**src/rtl/rob_pkg.sv**
```systemverilog
package rob_pkg;
    localparam int ROB_DEPTH = 16;
    localparam int DATA_W    = 32;
    localparam int ADDR_W    = 32;
    localparam int REG_W     = 5;
    localparam int TAG_W     = $clog2(ROB_DEPTH);
    localparam int CNT_W     = TAG_W + 1;

    typedef logic [TAG_W-1:0] tag_t;
    typedef logic [CNT_W-1:0] cnt_t;

    typedef enum logic [1:0] {
        KIND_ALU    = 2'd0,
        KIND_STORE  = 2'd1,
        KIND_BRANCH = 2'd2,
        KIND_RSVD   = 2'd3
    } kind_e;

    typedef struct packed {
        logic              valid;
        logic              ready;
        logic              fault;
        kind_e             kind;
        logic [REG_W-1:0]  dest;
        logic [DATA_W-1:0] value;
        logic [ADDR_W-1:0] addr;
    } slot_t;

    // distance of a slot from the oldest one, in program order
    function automatic tag_t slot_age(tag_t slot, tag_t oldest);
        return slot - oldest;
    endfunction
endpackage

```
**src/rtl/rob_ptrs.sv**
```systemverilog
module rob_ptrs
    import rob_pkg::*;
(
    input  logic clk,
    input  logic rst,
    input  logic alloc,
    input  logic retire,
    input  logic squash,
    input  logic nuke,
    input  tag_t squash_tag,
    output tag_t head,
    output tag_t tail,
    output logic full
);
    cnt_t count;
    cnt_t keep;

    // slots kept by a squash: oldest through the branch itself
    assign keep = cnt_t'(slot_age(squash_tag, head)) + cnt_t'(1);
    assign full = (count == cnt_t'(ROB_DEPTH));

    always_ff @(posedge clk) begin
        if (rst) begin
            head  <= '0;
            tail  <= '0;
            count <= '0;
        end else if (nuke) begin
            head  <= head + tag_t'(1);
            tail  <= head + tag_t'(1);
            count <= '0;
        end else begin
            head <= head + tag_t'(retire);
            if (squash) begin
                tail  <= squash_tag + tag_t'(1);
                count <= keep - cnt_t'(retire);
            end else begin
                tail  <= tail + tag_t'(alloc);
                count <= count + cnt_t'(alloc) - cnt_t'(retire);
            end
        end
    end

    AST_NO_OVERFLOW: assert property (@(posedge clk) disable iff (rst)
        alloc |-> !full);
    AST_NO_UNDERFLOW: assert property (@(posedge clk) disable iff (rst)
        retire |-> (count != '0));
    AST_HEAD_STEP: assert property (@(posedge clk) disable iff (rst)
        retire |=> (head == tag_t'($past(head) + tag_t'(1))));
    AST_FLUSH_TAIL: assert property (@(posedge clk) disable iff (rst)
        (squash && !nuke) |=> (tail == tag_t'($past(squash_tag) + tag_t'(1))));
    AST_NUKE_EMPTY: assert property (@(posedge clk) disable iff (rst)
        nuke |=> (count == '0) && (tail == head));
endmodule

```
**src/rtl/rob_slots.sv**
```systemverilog
module rob_slots
    import rob_pkg::*;
(
    input  logic              clk,
    input  logic              rst,
    input  logic              alloc,
    input  tag_t              alloc_tag,
    input  kind_e             alloc_kind,
    input  logic [REG_W-1:0]  alloc_dest,
    input  logic              wb_valid,
    input  tag_t              wb_tag,
    input  logic [DATA_W-1:0] wb_value,
    input  logic [ADDR_W-1:0] wb_addr,
    input  logic              wb_fault,
    input  logic              retire,
    input  tag_t              head,
    input  logic              squash,
    input  tag_t              squash_tag,
    input  logic              nuke,
    input  tag_t              lk_tag,
    output logic              lk_hit,
    output logic [DATA_W-1:0] lk_value,
    output slot_t             head_slot
);
    slot_t                slots [ROB_DEPTH];
    logic [ROB_DEPTH-1:0] kill;
    tag_t                 br_age;

    assign br_age = slot_age(squash_tag, head);

    for (genvar g = 0; g < ROB_DEPTH; g++) begin : g_kill
        assign kill[g] = nuke || (squash && (slot_age(tag_t'(g), head) > br_age));
    end

    always_ff @(posedge clk) begin
        for (int i = 0; i < ROB_DEPTH; i++) begin
            if (rst) begin
                slots[i].valid <= 1'b0;
                slots[i].ready <= 1'b0;
            end else if (kill[i] || (retire && head == tag_t'(i))) begin
                slots[i].valid <= 1'b0;
                slots[i].ready <= 1'b0;
            end else if (alloc && alloc_tag == tag_t'(i)) begin
                slots[i].valid <= 1'b1;
                slots[i].ready <= 1'b0;
                slots[i].fault <= 1'b0;
                slots[i].kind  <= alloc_kind;
                slots[i].dest  <= alloc_dest;
            end else if (wb_valid && wb_tag == tag_t'(i) && slots[i].valid) begin
                slots[i].ready <= 1'b1;
                slots[i].value <= wb_value;
                slots[i].addr  <= wb_addr;
                slots[i].fault <= wb_fault;
            end
        end
    end

    // operand lookup with same-cycle forwarding from the result bus
    always_comb begin
        logic fwd;
        fwd      = wb_valid && (wb_tag == lk_tag) && slots[lk_tag].valid;
        lk_hit   = slots[lk_tag].valid && (slots[lk_tag].ready || fwd);
        lk_value = fwd ? wb_value : slots[lk_tag].value;
    end

    assign head_slot = slots[head];

    AST_WB_READY: assert property (@(posedge clk) disable iff (rst)
        (wb_valid && slots[wb_tag].valid && !kill[wb_tag] && !(retire && head == wb_tag))
        |=> slots[$past(wb_tag)].ready);
    AST_ALLOC_FREE: assert property (@(posedge clk) disable iff (rst)
        alloc |-> !slots[alloc_tag].valid);
endmodule

```
**src/rtl/rob_top.sv**
```systemverilog
module rob_top
    import rob_pkg::*;
(
    input  logic                      clk,
    input  logic                      rst,
    input  logic                      disp_valid,
    input  logic [1:0]                disp_kind,
    input  logic [rob_pkg::REG_W-1:0] disp_dest,
    output logic                      disp_ready,
    output logic [rob_pkg::TAG_W-1:0] disp_tag,
    input  logic                      wb_valid,
    input  logic [rob_pkg::TAG_W-1:0] wb_tag,
    input  logic [rob_pkg::DATA_W-1:0] wb_value,
    input  logic [rob_pkg::ADDR_W-1:0] wb_addr,
    input  logic                      wb_fault,
    input  logic [rob_pkg::TAG_W-1:0] lk_tag,
    output logic                      lk_hit,
    output logic [rob_pkg::DATA_W-1:0] lk_value,
    input  logic                      mispredict_valid,
    input  logic [rob_pkg::TAG_W-1:0] mispredict_tag,
    output logic                      cm_valid,
    output logic [rob_pkg::TAG_W-1:0] cm_tag,
    output logic                      cm_exc,
    output logic                      cm_reg_we,
    output logic [rob_pkg::REG_W-1:0] cm_reg_idx,
    output logic [rob_pkg::DATA_W-1:0] cm_reg_data,
    output logic                      cm_mem_we,
    output logic [rob_pkg::ADDR_W-1:0] cm_mem_addr,
    output logic [rob_pkg::DATA_W-1:0] cm_mem_data
);
    tag_t  head, tail;
    logic  full, alloc, nuke, squash;
    slot_t head_slot;

    assign cm_valid   = head_slot.valid && head_slot.ready;
    assign nuke       = cm_valid && head_slot.fault;
    assign squash     = mispredict_valid && !nuke;
    assign disp_ready = !full && !mispredict_valid && !nuke;
    assign alloc      = disp_valid && disp_ready;
    assign disp_tag   = tail;

    rob_ptrs u_ptrs (
        .clk        (clk),
        .rst        (rst),
        .alloc      (alloc),
        .retire     (cm_valid),
        .squash     (squash),
        .nuke       (nuke),
        .squash_tag (mispredict_tag),
        .head       (head),
        .tail       (tail),
        .full       (full)
    );

    rob_slots u_slots (
        .clk        (clk),
        .rst        (rst),
        .alloc      (alloc),
        .alloc_tag  (tail),
        .alloc_kind (kind_e'(disp_kind)),
        .alloc_dest (disp_dest),
        .wb_valid   (wb_valid),
        .wb_tag     (wb_tag),
        .wb_value   (wb_value),
        .wb_addr    (wb_addr),
        .wb_fault   (wb_fault),
        .retire     (cm_valid),
        .head       (head),
        .squash     (squash),
        .squash_tag (mispredict_tag),
        .nuke       (nuke),
        .lk_tag     (lk_tag),
        .lk_hit     (lk_hit),
        .lk_value   (lk_value),
        .head_slot  (head_slot)
    );

    assign cm_tag      = head;
    assign cm_exc      = nuke;
    assign cm_reg_we   = cm_valid && !head_slot.fault && (head_slot.kind == KIND_ALU);
    assign cm_reg_idx  = head_slot.dest;
    assign cm_reg_data = head_slot.value;
    assign cm_mem_we   = cm_valid && !head_slot.fault && (head_slot.kind == KIND_STORE);
    assign cm_mem_addr = head_slot.addr;
    assign cm_mem_data = head_slot.value;

    AST_EXC_SILENT: assert property (@(posedge clk) disable iff (rst)
        cm_exc |=> !cm_valid);
    AST_ONE_WRITE: assert property (@(posedge clk) disable iff (rst)
        !(cm_reg_we && cm_mem_we));
endmodule

```
**config.mk**
```make
export PLATFORM = sky130hd
export DESIGN_NAME = rob_top
export DESIGN_NICKNAME = d
export VERILOG_FILES = /design/src/rtl/rob_pkg.sv /design/src/rtl/rob_ptrs.sv /design/src/rtl/rob_slots.sv /design/src/rtl/rob_top.sv
export SDC_FILE = /design/constraint.sdc
export NUM_CORES = 1
export LEC_CHECK = 0
export ABC_AREA = 1
export BUFFER_PORTS_ARGS = -buffer_cell sky130_fd_sc_hd__clkbuf_2
export CAP_MARGIN = 10
export CORE_ASPECT_RATIO = 2
export CORE_UTILIZATION = 45
export CTS_BUF_LIST = sky130_fd_sc_hd__clkbuf_16
export DETAILED_ROUTE_END_ITERATION = 16
export HOLD_SLACK_MARGIN = 0.06
export REMOVE_ABC_BUFFERS = 1
export SKIP_LAST_GASP = 1
export SYNTH_ARGS = -nofsm -noshare
export SYNTH_HDL_FRONTEND = slang
export SYNTH_SLANG_ARGS = --single-unit
```
**constraint.sdc**
```tcl
create_clock -name clk -period 9.1 [get_ports clk]
set_clock_uncertainty 0.15 [all_clocks]
set_input_delay 0.455 -clock clk [delete_from_list [all_inputs] [get_ports clk]]
set_output_delay 0.455 -clock clk [all_outputs]
set_load 0.02 [all_outputs]
```
* Word-level counts from Yosys, hierarchy flattened
Memory sizes are Yosys's and may differ from the RTL's. A register that Yosys moved wholly into a read port is not among the register bits. Index checks and enable logic that the tools add are counted.
Cells by class: multipliers 0, add/sub/neg operators 25, div/mod/pow operators 0, equal/unequal tests 48, order comparisons 16, reduce and logical (&&, ||, !) cells 134, bitwise logic cells 96, shift-type cells 0, muxes and demuxes 296
Operator list (number):
- 2-to-1 mux 1 bit | 290
- equality test 4 bit, second input constant | 24
- bitwise OR 1 bit | 96
- logical AND 1 bit | 92
- greater-than comparator 4 bit | 16
- equality test 4 x 3 -> 1 bit, second input constant | 12
- logical OR 1 bit | 33
- 2-to-1 mux 32 bit | 1
- subtractor 4 bit, first input constant | 8
- equality test 4 x 2 -> 1 bit, second input constant | 6
- 2-to-1 mux 4 bit | 4
- subtractor 3 x 4 -> 4 bit, first input constant | 4
- equality test 4 x 1 -> 1 bit, second input constant | 3
- logical NOT 4 bit | 3
- subtractor 5 x 1 -> 5 bit | 2
- adder 4 x 1 -> 4 bit | 2
- adder 4 x 1 -> 4 bit, second input constant | 2
- subtractor 1 x 4 -> 4 bit, first input constant | 2
- subtractor 2 x 4 -> 4 bit, first input constant | 2
- adder 4 x 1 -> 5 bit, second input constant | 1
- adder 5 x 1 -> 5 bit | 1
- equality test 5 bit, second input constant | 1
- 2-to-1 mux 5 bit | 1
- equality test 4 bit | 1
- 5 further kinds | 8
Word-level totals: output and inout bits 147, bits in latches 0, bits in read-only memories 0, memories 1, bits of input ports 89, logic and storage cells 619, bits in registers 13, memory bits (writable) 1184
Memory list:
- u_slots.slots | words 16, width 74, read ports 18, clocked after Yosys merged registers in 1, wr ports 16, RTL line rob_slots.sv:25 | slot_t slots [ROB_DEPTH];

* Longest topological paths before layout
Gate-level depths: netlist (run 1).
depth after elaboration 13, mapped depth 25, mapped depth without buffers 23

* Modules after synthesis
From an unflattened synthesis (run 1), not the netlist that was laid out.
Second synthesis, totals: cells, all modules 5075, area total of the unflattened synthesis 55449.4 µm²
By module, submodules not included:
- rob_slots | area an instance 54020.6 µm², cells each 4876, instances 1, seq. area each 35554.1 µm²
- rob_ptrs | area an instance 1098.6 µm², cells each 150, instances 1, seq. area each 260.2 µm²
- rob_top | area an instance 330.3 µm², cells each 49, instances 1, seq. area each 0.0 µm²

* Least setup slack after synthesis (run 1)
OpenSTA, ideal clock, no wires.
path type register to register, from reg u_ptrs.head[1], to mem u_slots.slots[6][72] in the netlist's numbering (data pin), setup time 0.744 ns, arrival 5.997 ns, period minus slack after synthesis 6.890 ns, data required time 8.206 ns, setup slack 2.210 ns, buffers on the path 3, stages on the path, launching flop included 17, cell sequence dfxtp_1 > inv_2 > buf_6 > clkbuf_1 > clkbuf_1 > fa_1 > xnor2_1 > ha_1 > inv_1 > nor2_1 > o21ai_0 > nand2_1 > nand2_1 > o21ai_0 > nand3_1 > nand3_1 > nor2_1
RTL lines:
- start: declaration | RTL line rob_ptrs.sv:11 | output tag_t head,
- start signal: assignment | RTL line rob_ptrs.sv:28 | head <= head + tag_t'(1);
- start signal: assignment | RTL line rob_ptrs.sv:32 | head <= head + tag_t'(retire);
- end: declaration | RTL line rob_slots.sv:25

==> summary.md, run 1 <==
| Metric | Value |
|---|---|
| Largest net degree at the start of global routing | `233` |
| Critical path's largest stage delay | `0.83 ns` |
| Antenna viol nets, final | `0` |
| Via count | `40302` |
| Clock slew at reported path FFs | `0.07 ns` |
| Cell Area, Placed | `56800 um^2` |
| Maximum clock path buffer count | `3` |
| Pre-antenna DRT Iters | `8` |
| Seq pwr share | `46.7%` |
| Crit end category | `register` |
| Clk pwr share | `33.2%` |
| Fin crit period | `5.96 ns` |
| Worst-path fanout max | `79` |
| Core area | `120000 um^2` |
| Clock Sinks | `1197` |
| RSZ-0062 raised after global routing | `no` |
| Die Span X | `249 um` |
| Port bufs | `235` |
| Compound-Gate Fraction of Synth Area | `17.9%` |
| Die height | `495 um` |
| PwrDens | `218 nW/um^2` |
| R2r setup slk | `3.14 ns` |
| Flops & latches, synth | `1197` |
| Count of hold-fix buffers inserted at cts | `70` |
| Post-synth EDFFs | `1184` |
| Final Setup Violations | `0` |
| Final hold vios | `0` |
| Maxcap violations | `0` |
| HP Class | `in2reg` |
| Hold WS | `0.103 ns` |
| Setup TNS | `0 ns` |
| Initial DRC count | `3802` |
| Initial antenna violation count | `5` |
| Final instance area | `60800 um^2` |
| XOR/XNOR Fraction of Synth Area | `0.256%` |
| Io pins | `236` |
| WP data arrival | `6.14 ns` |
| Pins over their slew limit | `0` |
| Num rows | `180` |
| H-tree depth | `3` |
| Async set-reset flop share out of synthesis | `0%` |
| Net Sw Power | `0.00406 W` |
| WP data required | `9.28 ns` |
| Post-DR wirelength/cell | `24.5 um` |
| Avg Inst Size Synth | `11.0 um^2` |
| Largest family of logic cells by synthesized area | `compound AO/OA/AOI/OAI gates` |
| Gr usage total | `26.2%` |
| Inserted Clock Buffers | `104` |
| Vias per Instance | `6.04` |
| Synth warn | `0` |
| Simple-gate share of the synthesized area | `9.81%` |
| Most frequent cells in the layout | `edfxtp_1, o21ai_0, nor2_1` |
| DP HPWL | `91.7 mm` |
| Combinational fraction of design power | `20.1%` |
| Congestion Overflow GR | `0` |
| Area delta synth->final | `11.1%` |
| Register area share after synthesis | `65.4%` |
| Share of cells above drive strength 1 | `10.3%` |
| Worst-Skew Late Latency | `0.74 ns` |
| Post-CTS Setup Inserts | `0` |
| Initial Util | `45.4%` |
| Status | `complete, no violations` |
| Setup CP Type | `reg2reg` |
| Static Leak | `20.9 nW` |
| Die Footprint | `123000 um^2` |
| Worst rel slew slack | `20.3%` |
| Gpl congestion | `0.947` |
| Mux share of post-synthesis cell area | `0%` |
| Worst path cell trace | `buf_4 > buf_4 > ha_1 > nand2_1 > nand2_1 > xor2_1 > inv_1 > ha_1 > a21oi_1 > o21ai_0 > o31ai_1 > nand3b_1 > nand3_2 > nor2_4 > buf_4 > buf_4` |
| Fmax | `168 MHz` |
| Maximum vdd drop | `0.000180 V` |
| Detailed Route WL | `164 mm` |
| Post-Syn Instances | `4963` |
| CP most frequent cell | `buf_4` |
| First-pass GRT wire length | `244 mm` |
| Yosys cell types | `41` |
| Startpoint Class | `register` |
| Final period util | `65.5%` |
| Sw frac | `30.6%` |
| Commonest non-fill, non-tap cell in the layout | `edfxtp_1` |
| Worst-Margin Slew | `1.20 ns` |
| Post-cts sizing count | `0` |
| Mapped Area | `54700 um^2` |
| Max stage delay cell, worst path | `buf_4` |
| Final nets | `5172` |
| Vias in the first global route | `39552` |
| Clock root cell | `clkbuf_16` |
| Synth Area in Adders | `1.12%` |
| Top_reg_cell synth | `edfxtp_1` |
| TritonCTS clock tree | `built` |
| DRC Markers | `0` |
| Cell internal pwr | `0.00921 W` |
==> metal layers <==
| layer | routed length, um | track usage (%) |
|---|---|---|
| met5 | 45 | 0 |
| met4 | 7450 | 12.7 |
| met3 | 10600 | 3.41 |
| met2 | 82300 | 45.9 |
| met1 | 63400 | 32.0 |
==> layout make-up <==
class / count / area [um^2]
diodes: 1 / 2.50
clock buffers: 105 / 2630
clock inverters: 91 / 702
fillers: 10495 / 59700
inverters: 311 / 1200
multi-input cells: 3045 / 16000
flip-flops and latches: 1197 / 35800
well taps: 1547 / 1940
repair buffers: 376 / 2480
==> cell usage after synthesis, drive strengths merged (2+ instances only) <==
cell type,number,share of area (%)
a31oi,32,0.37
buf,176,1.8
o22ai,68,0.78
a21o,3,0.041
a21oi,346,3.2
nand2,338,2.4
inv,310,2.1
ha,46,1.1
xor2,10,0.16
o211ai,182,2.5
nor2,600,4.2
edfxtp,1184,65
dfxtp,13,0.48
clkbuf,234,1.6
o21ai,949,8.7
nand3b,5,0.069
nand4,36,0.45
fa,2,0.073
xnor2,6,0.096
o31ai,2,0.027
o221ai,141,2.3
o21bai,3,0.041
nand3,250,2.4
nor3,23,0.32
==> registers in the layout (all words and copies together) (netlist names) <==
register and count:
u_slots.slots 1184, u_ptrs.head 4, u_ptrs.count 5, u_ptrs.tail 4
==> stage by stage <==
step / total power [W] / std cells / worst slack, ns / util (%)
detailed placement: 0.00895 / 6406 / 3.21 / 47.1
finish: 0.0133 / 6673 / 3.14 / 50.5
global placement: 0.00893 / 6406 / 3.16 / 47.1
CTS: 0.0133 / 6672 / 3.17 / 50.4
floorplan: 0.00817 / 4553 / -19.89 / -
global route: 0.0138 / 6673 / 2.83 / 50.5
==> kinds of logic (layout without fill, tap and decap cells) <==
logic type / after synthesis / count (layout)
xor+xnor: 16 / 16
other cells: 0 / 1
simple gates: 1254 / 1254
flops: 1197 / 1197
buf+inv: 721 / 883
compound gates: 1727 / 1727
fa+ha+maj: 48 / 48
==> worst paths after layout <==
path,cells past startpoint,from,endpoint
setup / recovery,16,u_ptrs.head[1],u_slots.slots[14][42]
hold / removal,1,wb_value[1],u_slots.slots[8][33]
setup reg to reg,16,u_ptrs.head[1],u_slots.slots[14][42]
hold reg to reg,2,u_ptrs.count[1],u_ptrs.count[1]
==> power groups by stage <==
| stage | sequential (W) | clock (W) | combinational [W] |
|---|---|---|---|
| global placement | 0.00632 | 0 | 0.00261 |
| detailed placement | 0.00632 | 0 | 0.00263 |
| CTS | 0.00620 | 0.00447 | 0.00266 |
| global route | 0.00621 | 0.00465 | 0.00293 |
| finish | 0.00620 | 0.00440 | 0.00266 |
| floorplan | 0.00649 | 0 | 0.00168 |
==> worst max-delay path, delay by kind of cell, from the launching register on <==
kind	cells	cell delay, ns
buffers and inverters	5	2.78
flip-flops	1	0.67
adder cells (fa/ha/maj)	2	0.65
AND/OR/NAND/NOR	5	0.64
AO/OA/AOI/OAI	3	0.35
XOR/XNOR	1	0.18
(Power assumes the default switching activity.)
==> run 2, diff against run 1 <==
Clock period 9.1 ns to 5.1 ns, I/O delays scaled along.
==> run 2 against run 1 <==
  * Sequential cell count is the same
  * Clock power grew 87%
  * Largest power group unchanged
  * Wire length grew 3.4%
  * Die area is the same
  * Clock-buffer cell count is the same
  * Worst hold slack gained 0.028 ns
  * First-iteration DRC count grew 1.3%
  * Design area grew 1.4%
==> summary.md, run 2 (synthesized netlist as in run 1, its figures left out) <==
| Metric | Value |
|---|---|
| Status | `complete, no violations` |
| Non-Filler Instances | `6709` |
| Met2 GRT Util | `47.5%` |
| HP Class | `in2reg` |
| Inserted Clock Buffers | `104` |
| First-pass GRT wire length | `249 mm` |
| Worst-Skew Late Latency | `0.73 ns` |
| Via count | `40554` |
| Initial antenna violation count | `3` |
| DRC Markers | `0` |
| Largest register FFs | `1184` |
| Fin crit period | `4.75 ns` |
| Crit end category | `primary output` |
| Initial Util | `45.4%` |
| Maxcap violations | `0` |
| Share of cells above drive strength 1 | `10.8%` |
| Cell Area, Placed | `57300 um^2` |
| Critical path's largest stage delay | `0.65 ns` |
| Io pins | `236` |
| Clock slew at reported path FFs | `0.07 ns` |
| Final period util | `93.1%` |
| Pre-antenna DRT Iters | `5` |
| Placed Cells incl. Taps | `6433` |
| Area delta synth->final | `12.6%` |
| Worst-Margin Slew | `1.13 ns` |
| Largest reg by FF count | `u_slots.slots` |
| Clock root cell | `clkbuf_16` |
| WP data arrival | `4.34 ns` |
| Congestion Overflow GR | `0` |
| WP data required | `4.70 ns` |
| RSZ-0062 raised after global routing | `no` |
| Pins over their slew limit | `0` |
| Most frequent cells in the layout | `edfxtp_1, o21ai_0, nor2_1` |
| Num rows | `180` |
| Pre-CTS setup slack | `0.573 ns` |
| Vias per Instance | `6.04` |
| Die Footprint | `123000 um^2` |
| Final hold vios | `0` |
| Antenna viol nets, final | `0` |
| Maximum clock path buffer count | `3` |
| PwrDens | `391 nW/um^2` |
| Largest regs | `u_slots.slots x1184, u_ptrs.count x5` |
| Die Span X | `249 um` |
| Gr usage total | `27.0%` |
| DP HPWL | `98.5 mm` |
| Post-CTS Setup Inserts | `0` |
| Vias in the first global route | `39503` |
| Detailed Route WL | `169 mm` |
| Port bufs | `235` |
| Post-DR wirelength/cell | `25.2 um` |
| Setup TNS | `0 ns` |
| Worst path cell trace | `buf_12 > buf_6 > buf_4 > o21ai_0 > o21ai_0 > o221ai_1 > o21ai_0 > clkbuf_2` |
| Clock Sinks | `1197` |
| Final Setup Violations | `0` |
| H-tree depth | `3` |
| Met1 Resource Use GR | `32.7%` |
| Worst rel slew slack | `24.6%` |
| Setup CP Type | `reg2out` |
| Met3 Use GR | `3.58%` |
| Crit path max-delay family | `buffers and inverters` |
| Maximum vdd drop | `0.000280 V` |
| Static Leak | `21.2 nW` |
| Final nets | `5210` |
| Max stage delay cell, worst path | `buf_6` |
| CP most frequent cell | `o21ai_0` |
| Largest net degree at the start of global routing | `211` |
| Fmax | `211 MHz` |
| TritonCTS clock tree | `built` |
| GRT busiest layer | `met2` |
| Initial DRC count | `3850` |
| Startpoint Class | `register` |
| Commonest non-fill, non-tap cell in the layout | `edfxtp_1` |
| Critical path buffers and inverters | `4` |
| Worst-path fanout max | `195` |
| Final instance area | `61600 um^2` |
| Die height | `495 um` |
| Final worst slack | `0.352 ns` |
| Gpl congestion | `0.945` |
| Core area | `120000 um^2` |
-- run 2: timing repair --
item	CTS	global route
hold endpoints to repair	1147	0
hold buffers	81	0
endpoints found under the setup margin	0	9
gates resized for setup	0	1
-- run 2: worst register-to-register path, stage by stage, from the launching register on --
cell,delay (ns)
dfxtp_4,0.39
buf_12,0.48
nand2_1,0.20
nand3_1,0.11
nand3_1,0.14
nand3_4,0.25
nand2_4,0.13
nand2_4,0.42
nand2_4,0.37
nor2_2,0.27
nand4_1,0.21
inv_4,0.68
buf_4,0.41
-- run 2: path summary, 6_finish.rpt --
path / start / end / slack [ns] / cells after the start
max: u_ptrs.head[0] / cm_mem_data[4] / 0.35 / 8
min: wb_tag[0] / u_slots.slots[8][71] / 0.13 / 4
min reg2reg: u_ptrs.count[1] / u_ptrs.count[1] / 0.53 / 2
max reg2reg: u_ptrs.head[1] / u_slots.slots[7][60] / 0.59 / 12
-- run 2: where the power goes --
part / switching, W / internal (W)
sequential: 0.0000825 / 0.0109
combinational: 0.00356 / 0.00130
clock: 0.00374 / 0.00450
-- run 2: cell type report --
class | instances | area, um^2
diodes | 3 | 7.51
inverters | 311 | 1200
well taps | 1547 | 1940
clock buffers | 105 | 2630
multi-input cells | 3045 | 16000
fillers | 10487 | 58800
clock inverters | 87 | 903
repair buffers | 414 | 3140
flip-flops and latches | 1197 | 35800
-- run 2: per-stage QoR --
stage | power, W | hold slack (ns) | utilization (%)
floorplan | 0.0137 | 0.174 | -
global placement | 0.0160 | 0.354 | 47.6
detailed placement | 0.0160 | 0.370 | 47.6
CTS | 0.0242 | 0.0660 | 51.2
global route | 0.0250 | 0.153 | 51.2
finish | 0.0241 | 0.131 | 51.2
-- run 2: per-layer routing --
layer	wire, um	vias to the layer above
met5	11	-
li1	-	18424
met4	8050	2
met3	10800	416
met1	64600	19974
met2	85800	1738
